===== src/rtl/regacc_pkg.sv =====
package regacc_pkg;
    typedef enum logic [2:0] {
        ST_IDLE, ST_HDR, ST_OFS_HI, ST_OFS_LO, ST_WR, ST_RD, ST_SKIP
    } xfer_st_t;

    typedef enum logic [1:0] {
        LK_SHUT, LK_HALF, LK_OPEN
    } lock_st_t;

    localparam int BYTE_W = 8;
endpackage


===== src/rtl/regacc_lock.sv =====
module regacc_lock
    import regacc_pkg::*;
#(
    parameter logic [7:0] KEY_A = 8'h73,
    parameter logic [7:0] KEY_B = 8'h94
) (
    input  logic       clk,
    input  logic       rst_n,
    input  logic       key_we,
    input  logic [7:0] key_data,
    output logic       open
);
    lock_st_t st_q, st_d;

    always_comb begin
        st_d = st_q;
        if (key_we) begin
            unique case (st_q)
                LK_HALF: st_d = (key_data == KEY_B) ? LK_OPEN :
                                (key_data == KEY_A) ? LK_HALF : LK_SHUT;
                default: st_d = (key_data == KEY_A) ? LK_HALF : LK_SHUT;
            endcase
        end
    end

    always_ff @(posedge clk or negedge rst_n) begin
        if (!rst_n) st_q <= LK_SHUT;
        else        st_q <= st_d;
    end

    always_comb open = (st_q == LK_OPEN);
endmodule


===== src/rtl/regacc_regfile.sv =====
module regacc_regfile
    import regacc_pkg::*;
#(
    parameter int         AW        = 16,
    parameter logic [7:0] ID0       = 8'h04,
    parameter logic [7:0] ID1       = 8'h23,
    parameter int         CTRL_OFS  = 'h30,
    parameter int         MODE_BIT  = 2,
    parameter int         KEY_OFS   = 'h37,
    parameter int         PROT_BASE = 'h40,
    parameter int         PROT_LEN  = 48,
    parameter int         EXT_OFS   = 'h300,
    parameter logic [7:0] KEY_A     = 8'h73,
    parameter logic [7:0] KEY_B     = 8'h94
) (
    input  logic          clk,
    input  logic          rst_n,
    input  logic          we,
    input  logic [AW-1:0] waddr,
    input  logic [7:0]    wdata,
    input  logic [AW-1:0] raddr,
    output logic [7:0]    rdata,
    output logic          mode_bit
);
    localparam int            PW    = (PROT_LEN > 1) ? $clog2(PROT_LEN) : 1;
    localparam logic [AW-1:0] A_ID1 = AW'(1);
    localparam logic [AW-1:0] A_CTL = AW'(CTRL_OFS);
    localparam logic [AW-1:0] A_KEY = AW'(KEY_OFS);
    localparam logic [AW-1:0] A_EXT = AW'(EXT_OFS);
    localparam logic [AW-1:0] P_LO  = AW'(PROT_BASE);
    localparam logic [AW-1:0] P_HI  = AW'(PROT_BASE + PROT_LEN);

    logic [7:0] ctrl_q, ext_q;
    logic [7:0] prot_q [PROT_LEN];
    logic       unlocked;

    function automatic logic in_prot(input logic [AW-1:0] a);
        return (a >= P_LO) && (a < P_HI);
    endfunction

    function automatic logic [PW-1:0] prot_idx(input logic [AW-1:0] a);
        logic [AW-1:0] d;
        d = a - P_LO;
        return d[PW-1:0];
    endfunction

    regacc_lock #(.KEY_A(KEY_A), .KEY_B(KEY_B)) u_lock (
        .clk      (clk),
        .rst_n    (rst_n),
        .key_we   (we && (waddr == A_KEY)),
        .key_data (wdata),
        .open     (unlocked)
    );

    always_ff @(posedge clk or negedge rst_n) begin
        if (!rst_n) begin
            ctrl_q <= '0;
            ext_q  <= '0;
        end else if (we) begin
            if (waddr == A_CTL) ctrl_q <= wdata;
            if (waddr == A_EXT) ext_q  <= wdata;
        end
    end

    for (genvar i = 0; i < PROT_LEN; i++) begin : g_prot
        always_ff @(posedge clk or negedge rst_n) begin
            if (!rst_n)
                prot_q[i] <= '0;
            else if (we && unlocked && in_prot(waddr) && (prot_idx(waddr) == PW'(i)))
                prot_q[i] <= wdata;
        end
    end

    always_comb begin
        rdata = '0;
        if (raddr == '0)          rdata = ID0;
        else if (raddr == A_ID1)  rdata = ID1;
        else if (raddr == A_CTL)  rdata = ctrl_q;
        else if (raddr == A_EXT)  rdata = ext_q;
        else if (in_prot(raddr))  rdata = prot_q[prot_idx(raddr)];
    end

    always_comb mode_bit = ctrl_q[MODE_BIT];
endmodule


===== src/rtl/regacc_fsm.sv =====
module regacc_fsm
    import regacc_pkg::*;
#(
    parameter int AW = 16
) (
    input  logic          clk,
    input  logic          rst_n,
    input  logic          bus_start,
    input  logic          bus_rstart,
    input  logic          bus_stop,
    input  logic          hdr_valid,
    input  logic          hdr_match,
    input  logic          hdr_read,
    input  logic          wr_valid,
    input  logic [7:0]    wr_byte,
    input  logic          rd_req,
    input  logic          mode_bit,
    input  logic [7:0]    rd_word,
    output logic          ack_valid,
    output logic          ack,
    output logic          rd_valid,
    output logic [7:0]    rd_data,
    output logic          reg_we,
    output logic [AW-1:0] reg_addr,
    output logic          mode_lat,
    output xfer_st_t      state
);
    localparam int HW = AW - BYTE_W;

    xfer_st_t         st_q, st_d;
    logic [AW-1:0]    ptr_q;
    logic [HW-1:0]    ofs_hi_q;
    logic             evt, any_start;

    function automatic logic [AW-1:0] step(input logic [AW-1:0] p, input logic wide);
        logic [BYTE_W-1:0] lo;
        lo = p[BYTE_W-1:0] + 1'b1;
        return wide ? p + 1'b1 : {{HW{1'b0}}, lo};
    endfunction

    always_comb begin
        evt       = bus_start | bus_rstart | bus_stop;
        any_start = bus_start | bus_rstart;
    end

    always_comb begin
        st_d = st_q;
        if (bus_stop)       st_d = ST_IDLE;
        else if (any_start) st_d = ST_HDR;
        else begin
            unique case (st_q)
                ST_HDR:    if (hdr_valid)
                               st_d = !hdr_match ? ST_SKIP :
                                      hdr_read   ? ST_RD   :
                                      mode_lat   ? ST_OFS_HI : ST_OFS_LO;
                ST_OFS_HI: if (wr_valid) st_d = ST_OFS_LO;
                ST_OFS_LO: if (wr_valid) st_d = ST_WR;
                default:   st_d = st_q;
            endcase
        end
    end

    always_ff @(posedge clk or negedge rst_n) begin
        if (!rst_n) st_q <= ST_IDLE;
        else        st_q <= st_d;
    end

    always_ff @(posedge clk or negedge rst_n) begin
        if (!rst_n) begin
            ack_valid <= 1'b0;
            ack       <= 1'b0;
            rd_valid  <= 1'b0;
            rd_data   <= '0;
            ptr_q     <= '0;
            ofs_hi_q  <= '0;
            mode_lat  <= 1'b0;
        end else begin
            ack_valid <= hdr_valid | wr_valid;
            ack       <= !evt && ((hdr_valid && st_q == ST_HDR && hdr_match) ||
                                  (wr_valid && (st_q == ST_OFS_HI || st_q == ST_OFS_LO ||
                                                st_q == ST_WR)));
            rd_valid  <= 1'b0;
            if (any_start) mode_lat <= mode_bit;
            if (!evt) begin
                if (st_q == ST_OFS_HI && wr_valid) ofs_hi_q <= wr_byte[HW-1:0];
                if (st_q == ST_OFS_LO && wr_valid)
                    ptr_q <= mode_lat ? {ofs_hi_q, wr_byte} : {{HW{1'b0}}, wr_byte};
                if (st_q == ST_WR && wr_valid) ptr_q <= step(ptr_q, mode_lat);
                if (st_q == ST_RD && rd_req) begin
                    rd_data  <= rd_word;
                    rd_valid <= 1'b1;
                    ptr_q    <= step(ptr_q, mode_lat);
                end
            end
        end
    end

    always_comb begin
        reg_we   = !evt && wr_valid && (st_q == ST_WR);
        reg_addr = ptr_q;
        state    = st_q;
    end
endmodule


===== src/rtl/regacc_target.sv =====
module regacc_target
    import regacc_pkg::*;
#(
    parameter int AW        = 16,
    parameter int PROT_BASE = 'h40,
    parameter int PROT_LEN  = 48
) (
    input  logic       clk,
    input  logic       rst_n,
    input  logic       bus_start,
    input  logic       bus_rstart,
    input  logic       bus_stop,
    input  logic       hdr_valid,
    input  logic       hdr_match,
    input  logic       hdr_read,
    input  logic       wr_valid,
    input  logic [7:0] wr_byte,
    input  logic       rd_req,
    output logic       ack_valid,
    output logic       ack,
    output logic       rd_valid,
    output logic [7:0] rd_data
);
    logic          reg_we, mode_bit, mode_lat;
    logic [AW-1:0] ptr;
    logic [7:0]    rd_word;
    xfer_st_t      fsm_st;

    regacc_fsm #(.AW(AW)) u_fsm (
        .clk        (clk),
        .rst_n      (rst_n),
        .bus_start  (bus_start),
        .bus_rstart (bus_rstart),
        .bus_stop   (bus_stop),
        .hdr_valid  (hdr_valid),
        .hdr_match  (hdr_match),
        .hdr_read   (hdr_read),
        .wr_valid   (wr_valid),
        .wr_byte    (wr_byte),
        .rd_req     (rd_req),
        .mode_bit   (mode_bit),
        .rd_word    (rd_word),
        .ack_valid  (ack_valid),
        .ack        (ack),
        .rd_valid   (rd_valid),
        .rd_data    (rd_data),
        .reg_we     (reg_we),
        .reg_addr   (ptr),
        .mode_lat   (mode_lat),
        .state      (fsm_st)
    );

    regacc_regfile #(.AW(AW), .PROT_BASE(PROT_BASE), .PROT_LEN(PROT_LEN)) u_regs (
        .clk      (clk),
        .rst_n    (rst_n),
        .we       (reg_we),
        .waddr    (ptr),
        .wdata    (wr_byte),
        .raddr    (ptr),
        .rdata    (rd_word),
        .mode_bit (mode_bit)
    );
endmodule


===== config.mk =====
export PLATFORM = sky130hd
export DESIGN_NAME = regacc_target
export DESIGN_NICKNAME = d
export VERILOG_FILES = /design/src/rtl/regacc_pkg.sv /design/src/rtl/regacc_lock.sv /design/src/rtl/regacc_regfile.sv /design/src/rtl/regacc_fsm.sv /design/src/rtl/regacc_target.sv
export SDC_FILE = /design/constraint.sdc
export NUM_CORES = 1
export LEC_CHECK = 0
export BUFFER_PORTS_ARGS = -buffer_cell sky130_fd_sc_hd__buf_2
export CAP_MARGIN = 10
export CORE_MARGIN = 2
export CORE_UTILIZATION = 50
export DETAILED_ROUTE_END_ITERATION = 7
export PLACE_DENSITY = 0.66
export SYNTH_ARGS = -nofsm -noshare
export SYNTH_HDL_FRONTEND = slang
export SYNTH_SLANG_ARGS = --single-unit

===== constraint.sdc =====
create_clock -name clk -period 4.17 [get_ports clk]
set_input_delay 0 -clock clk [delete_from_list [all_inputs] [get_ports clk]]
set_output_delay 0 -clock clk [all_outputs]
set_load 0.02 [all_outputs]

==> metrics.csv, run 1 <==
metric;value;unit
vias in the first global route;12850;
clock-pin slew on the worst setup and hold paths;0.06;ns
Crit path required time;4.63;ns
Seq/Total Area, Yosys;0.5276;
first-pass GRT wire length;80050;um
Worst Tran Pin Value;1.268;ns
ys flop type;dfrtp_1;
GPL Wtd Cong;0.8292;
Syn. warnings;0;
clk_skew;0.02557;ns
Worst EP arrival;3.69;ns
synth top area cells;dfrtp_1 53%, mux2_2 21%, mux4_2 12%;
wire per inst;25.73;um
XOR/XNOR Fraction of Synth Area;0;
initial DRC count;1034;
number of cells on the worst reg-to-reg path;7;
Clock Latency Late Sink;0.59;ns
Fin. Hold Viols;0;
Max stage delay on crit path;0.60;ns
Post-Synth Simple-Gate Area;0.06425;
H-tree depth;2;
FF-to-FF End;u_regs.prot_q[27];
Synth Register Bits;441;
R2R setup slack;0.94;ns
total power divided by cell area;413.6;nW/um^2
synthesized-area fraction occupied by adder cells;0.002393;
post-DP HPWL;32810;um
Seq pwr share;0.465;
most common library cells after synthesis;441 x dfrtp_1, 383 x mux2_2, 107 x mux4_2;
Mapped Area;20920;um^2
RSZ-0062 raised after global routing;no;
vias;12380;
Total Wirelength;51480;um
diodes inserted;0;
Initial Util;0.5099;
DRC Markers;0;
final net count;1462;
worst setup path class;reg2reg;
# clock sinks;441;
I/O pin count;29;
Fillers;3251;
cell taking the most area after synthesis;dfrtp_1;
Setup Buffers After CTS;0;
worst min-delay path class;in2async;
Synth async-reset ratio;1.000;
mux cell area share after synthesis;0.3494;
CP top delay family;simple AND/OR/NAND/NOR gates;
CP startpoint kind;register;
TNS Setup;0;ns
TritonCTS buffer count;47;
Crit Reg-Reg Startpoint;u_fsm.reg_addr[14];
NetSw;2.583;mW
# setup viols final;0;
cell with the most instances after synthesis;dfrtp_1;
Port Buffer Count;28;
Max VDD drop;0.3272;mV
syn_nets;1436;
Crit Path Max Fanout;8;
Synth Instances;1414;
Power Internal;7.007;mW
fin crit share;0.7754;
Pre-antenna DRT Iters;6;
largest net degree at the start of global routing;115;
Clk pwr share;0.410;
Total Power;9.590;mW
DR vias/cell;6.187;
sw frac;0.2693;
total gr overflow;0;
clk root buf;clkbuf_16;
min cycle time layout;3.234;ns
Compound-Gate Fraction of Synth Area;0.03152;
max-cap viol count;0;
fmax;309.3;MHz
Max Transition Viols Final;0;
Netlist cell types;61;
critical path buffer and inverter count;1;
clk buf depth;3;
status;finished, final reports clean;
fin cells;2001;
post-route ant nets;0;
ratio of cells with drive above 1 in the final layout;0.4813;
Layout area overhead;10.84;%
number of synthesized flops with an enable pin;0;
combinational fraction of design power;0.125;
die area;43480;um^2
total core area;41020;um^2
DIE HEIGHT;208.5;um
Total GRT Usage;0.2426;
Avg Inst Size Synth;14.79;um^2
row cnt;74;
post-synth top area share;0.5276;
Pleak;10.87;nW
placed cells;1907;
slowest CP cell;and3_1;
DIE WIDTH;208.5;um
slew margin rel.;0.1546;
critical path cell sequence;nor4_4 -> nand4_2 -> nor4_2 -> buf_4 -> and2_1 -> and3_1 -> mux2_2;
initial antenna violation count;0;
largest family of logic cells by synthesized area;multiplexers;
Resize count post-CTS;0;
Crit. End Element;register;
CTS tree;done;
[power groups by stage]
| stage | clock, mW | combinational (mW) | sequential [mW] |
|---|---|---|---|
| 2_1_floorplan | 0 | 0.872 | 4.41 |
| 3_3_place_gp | 0 | 1.18 | 4.55 |
| 3_5_place_dp | 0 | 1.19 | 4.54 |
| 4_1_cts | 4.01 | 1.21 | 4.47 |
| 5_1_grt | 4.21 | 1.27 | 4.48 |
| 6_report | 3.93 | 1.19 | 4.46 |
[repair_timing]
item | 4_1_cts | 5_1_grt
hold buffers | 16 | 0
endpoints found under the setup margin | 0 | 0
endpoints found under the hold margin | 93 | 0
[through the flow]
| step | setup WS [ns] | util | cell area [um^2] | hold slack, ns |
|---|---|---|---|---|
| 2_1_floorplan | 1.231 | - | 20920 | -0.2956 |
| 3_3_place_gp | 1.040 | 0.5267 | 21600 | 0.05128 |
| 3_5_place_dp | 1.002 | 0.5267 | 21600 | 0.05317 |
| 4_1_cts | 0.9832 | 0.5652 | 23180 | 0.03454 |
| 5_1_grt | 0.7556 | 0.5652 | 23180 | 0.07928 |
| 6_report | 0.9364 | 0.5652 | 23180 | 0.02376 |
[state kept, by name, indices dropped and copies added (netlist names)]
name / cells
u_fsm.reg_addr: 16
u_fsm.mode_lat: 1
u_fsm.ofs_hi_q: 8
u_regs.ctrl_q: 8
u_fsm.ack_valid: 1
u_fsm.rd_data: 8
u_regs.prot_q: 384
u_fsm.rd_valid: 1
u_regs.u_lock.st_q: 2
u_fsm.ack: 1
u_regs.ext_q: 8
u_fsm.state: 3
[cell type report]
class | instances | area, um^2 | share of cell area
Sequential cell | 441 | 11040 | 0.4764
Multi-Input combinational cell | 859 | 9361 | 0.4038
Clock buffer | 67 | 1323 | 0.05705
Tap cell | 532 | 665.6 | 0.02871
Timing Repair Buffer | 82 | 658.1 | 0.02839
Clock inverter | 11 | 97.59 | 0.004210
Inverter | 9 | 33.78 | 0.001457
[worst max-delay path by stage]
stage	from	end	slack [ns]	cells after the start
floorplan	u_fsm.reg_addr[1]	u_regs.ext_q[0]	1.23	11
global placement	u_fsm.reg_addr[14]	u_regs.prot_q[25]	1.04	7
detailed placement	u_fsm.reg_addr[0]	u_fsm.rd_data[4]	1.00	7
CTS	u_fsm.reg_addr[14]	u_regs.prot_q[27]	0.98	7
global route	u_fsm.reg_addr[0]	u_fsm.rd_data[5]	0.76	8
finish	u_fsm.reg_addr[14]	u_regs.prot_q[27]	0.94	7
[cell usage in the layout (no fill, tap or decap), types with 10 or more instances in the layout]
cell type	netlist	final
nor3_1	12	12
nor2_1	29	29
nor2b_1	10	10
buf_4	3	33
nor2_2	25	25
nand3_1	13	13
buf_2	18	27
a22oi_1	11	11
dfrtp_1	441	438
nand2_1	54	54
o21ai_0	34	34
mux2_4	24	24
mux4_2	107	107
a21oi_1	25	25
mux2i_1	18	18
nand3_4	10	10
clkbuf_16	0	48
dlygate4sd3_1	0	16
mux2_2	383	383
clkbuf_1	63	14
[layer usage]
layer / wire (um) / track usage / vias up
met5: 0 / 0 / -
met4: 1404 / 0.08030 / 0
met3: 2968 / 0.04725 / 85
met2: 23770 / 0.3708 / 345
met1: 23340 / 0.3511 / 6636
li1: - / - / 5314
[kinds of logic after synthesis]
group           count (synthesis)
compound gates                106
fa+ha+maj                       4
buf+inv                       114
flops                         441
mux                           536
simple gates                  213
No activity file was read; power rests on OpenSTA's default activity.
==> inputs of run 2 (changes only) <==
--- a/config.mk
+++ b/config.mk
@@ -10,7 +10,7 @@
 export CORE_MARGIN = 2
 export CORE_UTILIZATION = 50
 export DETAILED_ROUTE_END_ITERATION = 7
-export PLACE_DENSITY = 0.66
+export PLACE_DENSITY = 0.68
 export SYNTH_ARGS = -nofsm -noshare
 export SYNTH_HDL_FRONTEND = slang
 export SYNTH_SLANG_ARGS = --single-unit
==> constraint.sdc (replaced) <==
create_clock -name clk -period 2.7 [get_ports clk]
set_input_delay 0 -clock clk [delete_from_list [all_inputs] [get_ports clk]]
set_output_delay 0 -clock clk [all_outputs]
set_load 0.02 [all_outputs]
==> run 2 against run 1 <==
Against the previous run: global-route usage fell by 0.22 points; sequential power rose by 52%; combinational power rose by 85%; non-clock buffer count rose by 78; first-iteration DRC count fell by 17%; flip-flop and latch count did not move; final area rose by 4.3%; clock power rose by 58%; largest cell class unchanged.
==> metrics.csv, run 2 (same netlist as run 1, synthesis figures left out) <==
metric;value;unit
status;finished, final reports clean;
min cycle time layout;2.620;ns
largest net degree at the start of global routing;78;
Initial Util;0.5099;
commonest non-fill, non-tap cell in the layout;dfrtp_1;
worst setup path class;reg2reg;
worst hold path endpoint;u_fsm.reg_addr[7];
vias;12610;
RSZ-0062 raised after global routing;yes;
Total Wirelength;50410;um
DIE HEIGHT;208.5;um
Fin. Hold Viols;0;
initial DRC count;859;
total gr overflow;0;
# clock sinks;441;
final net count;1540;
Reg with most FFs;u_regs.prot_q;
Crit path required time;3.17;ns
Top Layer Used;met5;
CP startpoint kind;register;
CTS tree;done;
total power divided by cell area;628.0;nW/um^2
post-route ant nets;0;
metal3 WL;2875;um
initial antenna violation count;1;
Layout area overhead;15.59;%
fmax;381.7;MHz
Max VDD drop;0.4048;mV
Min-Delay Path Depth;3;
Pre-antenna DRT Iters;5;
die area;43480;um^2
Hold Worst Slack;0.03848;ns
first-pass GRT wire length;80270;um
TritonCTS buffer count;47;
Crit. End Element;register;
max-cap viol count;0;
I/O pin count;29;
clk_skew;0.01772;ns
DR vias/cell;6.056;
Pleak;11.37;nW
wire per inst;24.21;um
vias in the first global route;13370;
most frequent cells in the layout;437 x dfrtp_1, 383 x mux2_2, 107 x mux4_2;
DRC Markers;0;
Routed met1 length;22360;um
Worst Tran Pin Value;1.162;ns
Crit Reg-Reg Startpoint;u_fsm.reg_addr[0];
fin crit share;0.9704;
row cnt;74;
met2 wire length;23690;um
H-tree depth;2;
Crit Path Max Fanout;15;
# setup viols final;0;
GPL Wtd Cong;0.8479;
Max Transition Viols Final;0;
post-DP HPWL;32520;um
R2R setup slack;0.08;ns
DIE WIDTH;208.5;um
Port Buffer Count;28;
worst min-delay path class;in2reg;
Clock Latency Late Sink;0.59;ns
max reg flops;384;
FF-to-FF End;u_fsm.rd_data[1];
Total GRT Usage;0.2404;
clk buf depth;3;
diodes inserted;0;
number of cells on the worst reg-to-reg path;7;
Worst Min Path Start;wr_byte[7];
total core area;41020;um^2
Util after Layout;0.5894;
clock-pin slew on the worst setup and hold paths;0.06;ns
Worst EP arrival;3.09;ns
slew margin rel.;0.2255;
clk root buf;clkbuf_16;
ratio of cells with drive above 1 in the final layout;0.5181;
-- run 2: worst max-delay path by stage --
| stage | from | to | cells after the start |
|---|---|---|---|
| 3_5_place_dp | u_fsm.reg_addr[0] | u_fsm.rd_data[1] | 7 |
| 2_1_floorplan | u_fsm.reg_addr[1] | u_regs.ext_q[0] | 11 |
| 3_3_place_gp | u_fsm.reg_addr[0] | u_fsm.rd_data[1] | 7 |
| 6_report | u_fsm.reg_addr[0] | u_fsm.rd_data[1] | 7 |
| 5_1_grt | u_fsm.reg_addr[14] | u_regs.prot_q[342] | 7 |
| 4_1_cts | u_fsm.state[1] | u_fsm.rd_data[0] | 9 |
-- run 2: report_power, final --
| part | internal [mW] | switching (mW) | leakage, nW |
|---|---|---|---|
| logic | 0.874 | 1.32 | 4.52 |
| registers | 6.66 | 0.114 | 6.13 |
| clock network | 3.59 | 2.61 | 0.720 |
| total | 11.1 | 4.05 | 11.4 |
-- run 2: layout make-up --
class                      instances  area [um^2]
clock buffer                      70         1373
clock inverter                    11        96.34
fill                            3193        16840
inverter                           9        33.78
multi-input combinational        859         9468
sequential                       441        11050
tap                              532        665.6
timing repair buffer             160         1495
-- run 2: per-layer routing --
layer | vias up | GRT usage
li1 | 5473 | -
met1 | 6726 | 0.3363
met4 | 2 | 0.07759
met5 | - | 0
met3 | 92 | 0.05525
met2 | 316 | 0.3753
-- run 2: repair_timing --
action                                  CTS  global route
setup buffers                             2             3
gates resized for setup                   2            19
hold endpoints to repair                427             0
pin swaps                                 0             2
cloned                                    0             1
endpoints found under the setup margin    1            77
hold buffers                             19             0
-- run 2: critical path: stages (launching register included) --
cell and delay (ns):
dfrtp_4 0.56, buf_12 0.22, mux4_2 0.56, mux2_2 0.29
and3_1 0.21, nor4_4 0.27, o21ai_1 0.18, a21o_1 0.21
-- run 2: metrics by stage --
stage | area (um^2) | setup WS [ns] | TNS (ns) | std cells | power [mW]
after CTS | 24050 | 0.004607 | 0 | 2079 | 15.30
after detailed placement | 22350 | -0.2138 | -0.2138 | 1977 | 9.016
after global routing | 24180 | -0.01875 | -0.04672 | 2082 | 15.75
after global placement | 22350 | -0.2305 | -0.2305 | 1977 | 8.992
final | 24180 | 0.07982 | 0 | 2082 | 15.18
after floorplan | 20940 | 0.02858 | 0 | 1414 | 8.169
